File: config.mk
export PLATFORM = sky130hd
export DESIGN_NAME = sar_sequencer
export DESIGN_NICKNAME = d
export VERILOG_FILES = /design/src/rtl/sar_seq_pkg.sv /design/src/rtl/sar_seq_ctrl.sv /design/src/rtl/sar_seq_datapath.sv /design/src/rtl/sar_sequencer.sv
export SDC_FILE = /design/constraint.sdc
export NUM_CORES = 1
export LEC_CHECK = 0
export BUFFER_PORTS_ARGS = -buffer_cell sky130_fd_sc_hd__clkbuf_2
export CAP_MARGIN = 0
export CORE_UTILIZATION = 60
export CTS_BUF_LIST = sky130_fd_sc_hd__clkbuf_2 sky130_fd_sc_hd__clkbuf_4 sky130_fd_sc_hd__clkbuf_8
export DETAILED_ROUTE_END_ITERATION = 6
export PLACE_DENSITY_LB_ADDON = 0.15
export SLEW_MARGIN = 20
export SYNTH_ARGS = -nofsm -noshare
export SYNTH_HDL_FRONTEND = slang
export SYNTH_HIERARCHICAL = 1
export SYNTH_SLANG_ARGS = --single-unit
File: constraint.sdc
create_clock -name clk -period 4.4 [get_ports clk]
set_clock_uncertainty 0.2 [all_clocks]
set_input_delay 0.88 -clock clk [delete_from_list [all_inputs] [get_ports clk]]
set_output_delay 0.88 -clock clk [all_outputs]
set_load 0.01 [all_outputs]
File: src/rtl/sar_seq_pkg.sv
package sar_seq_pkg;

  typedef enum logic [1:0] {
    ST_IDLE   = 2'd0,
    ST_SETTLE = 2'd1,
    ST_TRIAL  = 2'd2
  } seqState_t;

  typedef struct packed {
    logic clearSar;
    logic testActive;
    logic decide;
    logic loadResult;
  } seqStrobe_t;

endpackage

File: src/rtl/sar_seq_ctrl.sv
module sar_seq_ctrl
  import sar_seq_pkg::*;
#(
  parameter int WIDTH = 12,
  localparam int IDX_W = $clog2(WIDTH)
) (
  input  logic             clk,
  input  logic             rstN,
  input  logic             startReq,
  output seqStrobe_t       strobe,
  output logic [IDX_W-1:0] bitIdx,
  output logic             busyN
);

  localparam logic [IDX_W-1:0] TOP_IDX = IDX_W'(WIDTH - 1);

  seqState_t stateQ;
  logic [IDX_W-1:0] idxQ;

  always_ff @(posedge clk or negedge rstN) begin
    if (!rstN) begin
      stateQ <= ST_IDLE;
      idxQ   <= '0;
    end else begin
      unique case (stateQ)
        ST_IDLE: if (startReq) stateQ <= ST_SETTLE;
        ST_SETTLE: begin
          stateQ <= ST_TRIAL;
          idxQ   <= TOP_IDX;
        end
        ST_TRIAL: begin
          if (idxQ == '0) stateQ <= ST_IDLE;
          else            idxQ   <= idxQ - 1'b1;
        end
        default: stateQ <= ST_IDLE;
      endcase
    end
  end

  always_comb begin
    strobe.clearSar   = (stateQ == ST_IDLE) && startReq;
    strobe.testActive = (stateQ == ST_TRIAL);
    strobe.decide     = (stateQ == ST_TRIAL);
    strobe.loadResult = (stateQ == ST_TRIAL) && (idxQ == '0);
  end

  assign bitIdx = idxQ;
  assign busyN  = (stateQ == ST_IDLE);

  AST_START_TAKES_BUSY: assert property (@(posedge clk) disable iff (!rstN)
    (startReq && busyN) |=> !busyN);
  AST_MSB_FIRST: assert property (@(posedge clk) disable iff (!rstN)
    (stateQ == ST_SETTLE) |=> (stateQ == ST_TRIAL && idxQ == TOP_IDX));
  AST_BIT_STEP: assert property (@(posedge clk) disable iff (!rstN)
    (stateQ == ST_TRIAL && idxQ != '0) |=> (stateQ == ST_TRIAL && idxQ == $past(idxQ) - 1'b1));
  AST_NO_RESTART: assert property (@(posedge clk) disable iff (!rstN)
    (!busyN && startReq) |=> (stateQ != ST_SETTLE));
  AST_BUSY_RELEASE: assert property (@(posedge clk) disable iff (!rstN)
    (stateQ == ST_TRIAL && idxQ == '0) |=> busyN);

endmodule

File: src/rtl/sar_seq_datapath.sv
module sar_seq_datapath
  import sar_seq_pkg::*;
#(
  parameter int WIDTH = 12,
  localparam int IDX_W = $clog2(WIDTH)
) (
  input  logic             clk,
  input  logic             rstN,
  input  seqStrobe_t       strobe,
  input  logic [IDX_W-1:0] bitIdx,
  input  logic             cmpHigh,
  output logic [WIDTH-1:0] trialWord,
  output logic [WIDTH-1:0] resultWord
);

  logic [WIDTH-1:0] sarQ;
  logic [WIDTH-1:0] resultQ;
  logic [WIDTH-1:0] testMask;
  logic [WIDTH-1:0] nextSar;

  assign testMask = {{(WIDTH-1){1'b0}}, 1'b1} << bitIdx;

  always_comb begin
    nextSar = sarQ;
    if (strobe.decide && cmpHigh) nextSar = sarQ | testMask;
  end

  always_ff @(posedge clk or negedge rstN) begin
    if (!rstN) begin
      sarQ    <= '0;
      resultQ <= '0;
    end else begin
      if (strobe.clearSar)   sarQ    <= '0;
      else if (strobe.decide) sarQ   <= nextSar;
      if (strobe.loadResult) resultQ <= nextSar;
    end
  end

  assign trialWord  = strobe.testActive ? (sarQ | testMask) : sarQ;
  assign resultWord = resultQ;

  AST_LOW_BITS_CLEAR: assert property (@(posedge clk) disable iff (!rstN)
    strobe.testActive |-> ((sarQ & (testMask | (testMask - 1'b1))) == '0));
  AST_RESULT_HOLD: assert property (@(posedge clk) disable iff (!rstN)
    !strobe.loadResult |=> $stable(resultWord));

endmodule

File: src/rtl/sar_sequencer.sv
module sar_sequencer
  import sar_seq_pkg::*;
#(
  parameter int WIDTH = 12
) (
  input  logic             clk,
  input  logic             rstN,
  input  logic             startReq,
  input  logic             cmpHigh,
  output logic             busyN,
  output logic [WIDTH-1:0] trialWord,
  output logic [WIDTH-1:0] resultWord
);

  localparam int IDX_W = $clog2(WIDTH);

  seqStrobe_t       strobe;
  logic [IDX_W-1:0] bitIdx;

  sar_seq_ctrl #(.WIDTH(WIDTH)) ctrl (
    .clk(clk), .rstN(rstN), .startReq(startReq),
    .strobe(strobe), .bitIdx(bitIdx), .busyN(busyN)
  );

  sar_seq_datapath #(.WIDTH(WIDTH)) dpath (
    .clk(clk), .rstN(rstN), .strobe(strobe), .bitIdx(bitIdx),
    .cmpHigh(cmpHigh), .trialWord(trialWord), .resultWord(resultWord)
  );

endmodule

==> results_tabular.tex <==
\begin{tabular}{lr}
\hline
Metric & Value \\
\hline
\multicolumn{2}{l}{\textbf{Final layout}} \\
\quad Post-route insts no fill & 208 \\
\quad N\_diodes & 0 \\
\quad Number of nets at the end of the flow & around 190 \\
\quad Proportion of layout cells with a drive suffix above 1 & 0.261 \\
\quad Most frequent cells in the layout & 30 x dfrtp\_1, 28 x clkbuf\_2, 20 x inv\_1 \\
\quad Most frequent standard cell in the layout excluding fill and tap cells & dfrtp\_1 \\
\quad Layout overhead on the synthesized area & 13.3\% \\
\quad Finished Cell Area & between 1500 and 2000 sq um \\
\multicolumn{2}{l}{\textbf{Logic synthesis}} \\
\quad Number of distinct standard cells referenced by the synthesized netlist & 35 \\
\quad Net Count, Synth & 157 \\
\quad Mean cell area of the mapped netlist & 10.1 sq um \\
\quad Post-synth EDFFs & 0 \\
\quad Warnings from Yosys & 6 \\
\quad Sequential element share of the synthesized area & 0.491 \\
\quad Gate count of the mapped netlist & 151 \\
\quad Yosys top cell by area & dfrtp\_1 \\
\quad Flops \& latches, synth & 30 \\
\quad Async set or reset register ratio after synthesis & 1.00 \\
\quad Ys flop type & dfrtp\_1 \\
\quad Most area-consuming cells after synthesis & dfrtp\_1 49\%, mux2i\_1 7.9\%, o21ai\_0 5.2\% \\
\quad Area share of the largest cell type after synthesis & 0.491 \\
\quad Post-synth design cell area & $\sim$1500 sq um \\
\multicolumn{2}{l}{\textbf{Die}} \\
\quad Die width & 52.5 um \\
\quad Starting density of the core & 0.666 \\
\quad Height of the die & 52.5 um \\
\quad Placement Rows & 17 \\
\quad Die Footprint & 2750 sq um \\
\quad CORE AREA & 2300 sq um \\
\quad Top Ports & 29 \\
\multicolumn{2}{l}{\textbf{Hold path}} \\
\quad Worst hold start & dpath/resultWord[10] \\
\quad Worst hold path stage count & 2 \\
\quad Endpoint of the worst hold path & dpath/resultWord[10] \\
\quad Tightest Hold Check Type & reg2reg \\
\multicolumn{2}{l}{\textbf{Clock network}} \\
\quad Number of buffers inserted for hold repair after clock tree synthesis & 0 \\
\quad Post-cts repair resize count & 0 \\
\quad CTS tree & built \\
\quad Count of H-tree levels built during CTS & 2 \\
\quad Library cell used as clock root buffer & clkbuf\_4 \\
\quad Number of sinks handled by clock tree synthesis & 30 \\
\quad Buffers from clock root to sink, at most & 2 \\
\quad Post-CTS repair timing setup buffer count & 0 \\
\quad Num CTS Buffers & 5 \\
\quad Worst-Skew Late Latency & 0.33 ns \\
\quad Clk pin slew, worst setup/hold paths & 0.09 ns \\
\multicolumn{2}{l}{\textbf{Drt}} \\
\quad Metal2 WL & 1.78 mm \\
\quad Via density per instance & 6.23 \\
\quad Total routed wirelength & roughly 3.6 mm \\
\quad Detailed router's first-iteration violation count & 39 \\
\quad Routed via count & 1,296 \\
\quad Routed length on met3 & 186 um \\
\quad Count of unresolved DRC violations after routing & 0 \\
\quad Number of nets still failing antenna checks after routing & 0 \\
\quad First-pass iteration count of the detailed router & 4 \\
\quad Routed length on met1 & roughly 1.5 mm \\
\quad Detailed-route wire length per cell & 17.1 um \\
\quad Highest routed metal layer & met4 \\
\multicolumn{2}{l}{\textbf{Critical path}} \\
\quad Depth of the worst register-to-register path & 7 \\
\quad CP max-delay cell & dfrtp\_1 \\
\quad Kind of end point of the critical path & primary output \\
\quad Count of cell instances traversed by the critical path & 5 \\
\quad Peak per-stage delay on the critical path & about 0.59 ns \\
\quad Capturing point of the worst reg2reg path & dpath/resultWord[4] \\
\quad Signal arrival time at the worst endpoint & 2.13 ns \\
\quad Cell class contributing the biggest share of worst-path delay & simple AND/OR/NAND/NOR gates \\
\quad Worst-path fanout max & 15 \\
\quad Setup slack, reg-to-reg & 1.69 ns \\
\quad Crit Reg-Reg Startpoint & ctrl/bitIdx[0] \\
\quad Startpoint-to-endpoint class of the critical path & reg2out \\
\quad Required arrival time at the worst endpoint & 3.32 ns \\
\quad Worst setup SP type & register \\
\quad Cell breakdown of the critical path & nand2b\_1 > inv\_1 > nor3b\_1 > a31o\_2 > clkbuf\_2 \\
\quad Critical path buffer and inverter count & 2 \\
\multicolumn{2}{l}{\textbf{Global route}} \\
\quad GRT Overall Usage & 0.300 \\
\quad Via count of the first global-routing pass & around 1,300 \\
\quad Initial antenna violation count & 0 \\
\quad Wire length of the first global-routing pass & 5.78 mm \\
\quad Remaining global-route overflow & 0 \\
\quad Largest net degree at the start of global routing & 31 \\
\multicolumn{2}{l}{\textbf{Timing}} \\
\quad Clock period minus worst slack & between 3 and 4 ns \\
\quad \# setup viols final & 0 \\
\quad Actual slew at the worst max-slew pin & 0.757 ns \\
\quad Total Negative Setup Slacks & 0 ns \\
\quad Worst relative slew slack & 0.495 \\
\quad Fin. Hold Viols & 0 \\
\quad Share of the cycle needed by the critical path after routing & 0.731 \\
\quad Maximum clock frequency & 0.311 GHz \\
\quad RSZ-0062 raised after global routing & no \\
\quad Number of pins with negative max-slew slack in the final report & 0 \\
\multicolumn{2}{l}{\textbf{Run}} \\
\quad Count of maximum capacitance violations & 0 \\
\multicolumn{2}{l}{\textbf{Power}} \\
\quad Pleak & 0.758 nW \\
\quad Cell Pwr Density & 592 nW/um\^{}2 \\
\quad Worst IR drop on VDD & 0.438 mV \\
\multicolumn{2}{l}{\textbf{Placement}} \\
\quad Number of input and output port buffers inserted & 28 \\
\quad Placed cells & 200 \\
\quad Routability-driven placement congestion ratio & between 0.7 and 0.8 \\
\quad Detailed-placement wirelength estimate & 2.34 mm \\
\quad Placed instance area & 1670 sq um \\
\multicolumn{2}{l}{\textbf{Outcome}} \\
\quad Result of the run & completed \\
\hline
\end{tabular}
[worst register-to-register path, cell delays in order, from the launching register on]
cell	delay [ns]
dfrtp_1	0.60
inv_1	0.21
ha_1	0.22
or3b_4	0.43
nor2_1	0.10
buf_4	0.28
or3b_4	0.44
o21ai_1	0.15
[final cells by class]
type                    instances  area, sq um
repair buffers                 29          148
fillers                       169          566
well taps                      28         35.0
clock inverters                 1         5.00
inverters                      20         75.1
multi-input cells              93          659
flip-flops and latches         30          751
clock buffers                   7         58.8
[worst max path at each step]
stage | startpoint | endpoint
floorplan | ctrl/stateQ[0] | trialWord[0]
global placement | ctrl/stateQ[1] | trialWord[3]
detailed placement | ctrl/stateQ[1] | trialWord[3]
CTS | ctrl/stateQ[1] | trialWord[3]
global route | ctrl/stateQ[1] | trialWord[3]
finish | ctrl/stateQ[1] | trialWord[3]
[sequential cells by signal (all words and copies together), names as in the netlist]
signal	cells
ctrl/bitIdx	4
ctrl/stateQ	2
dpath/resultWord	12
dpath/sarQ	12
[synthesized netlist by cell type, drive strengths merged (3+ instances only)]
master and n:
a31o 4, buf 5, clkbuf 3, dfrtp 30
inv 20, mux2i 12, nand2 4, nand2b 3
nand3b 5, o21ai 21, o22ai 12, or3b 4
[per-stage QoR]
step	total power [mW]	worst slack (ns)	hold slack, ns	utilization
floorplan	0.707	1.96	0.270	-
global placement	0.817	1.70	0.282	0.726
detailed placement	0.846	1.61	0.296	0.726
CTS	1.02	1.23	0.318	0.754
global route	1.09	1.04	0.352	0.754
finish	1.03	1.19	0.313	0.754
[where the power goes]
group	switching (mW)	leakage [nW]	internal [mW]
clock network	0.0929	0.0387	0.0835
registers	0.113	0.351	0.350
logic	0.218	0.367	0.167
[cell families after synthesis]
logic type	after synthesis	share of synthesized area
AOI/OAI and AO/OA	45	0.182
and+or+nand+nor	34	0.155
DFF	30	0.491
buffers and inverters	28	0.0777
muxes	12	0.0786
adders and majority gates	2	0.0164
[per-layer routing]
| layer | vias up | track usage |
|---|---|---|
| li1 | 602 | - |
| met5 | - | 0 |
| met4 | 0 | 0.158 |
| met3 | 13 | 0.0638 |
| met2 | 51 | 0.515 |
| met1 | 630 | 0.346 |
(Power assumes the default switching activity.)
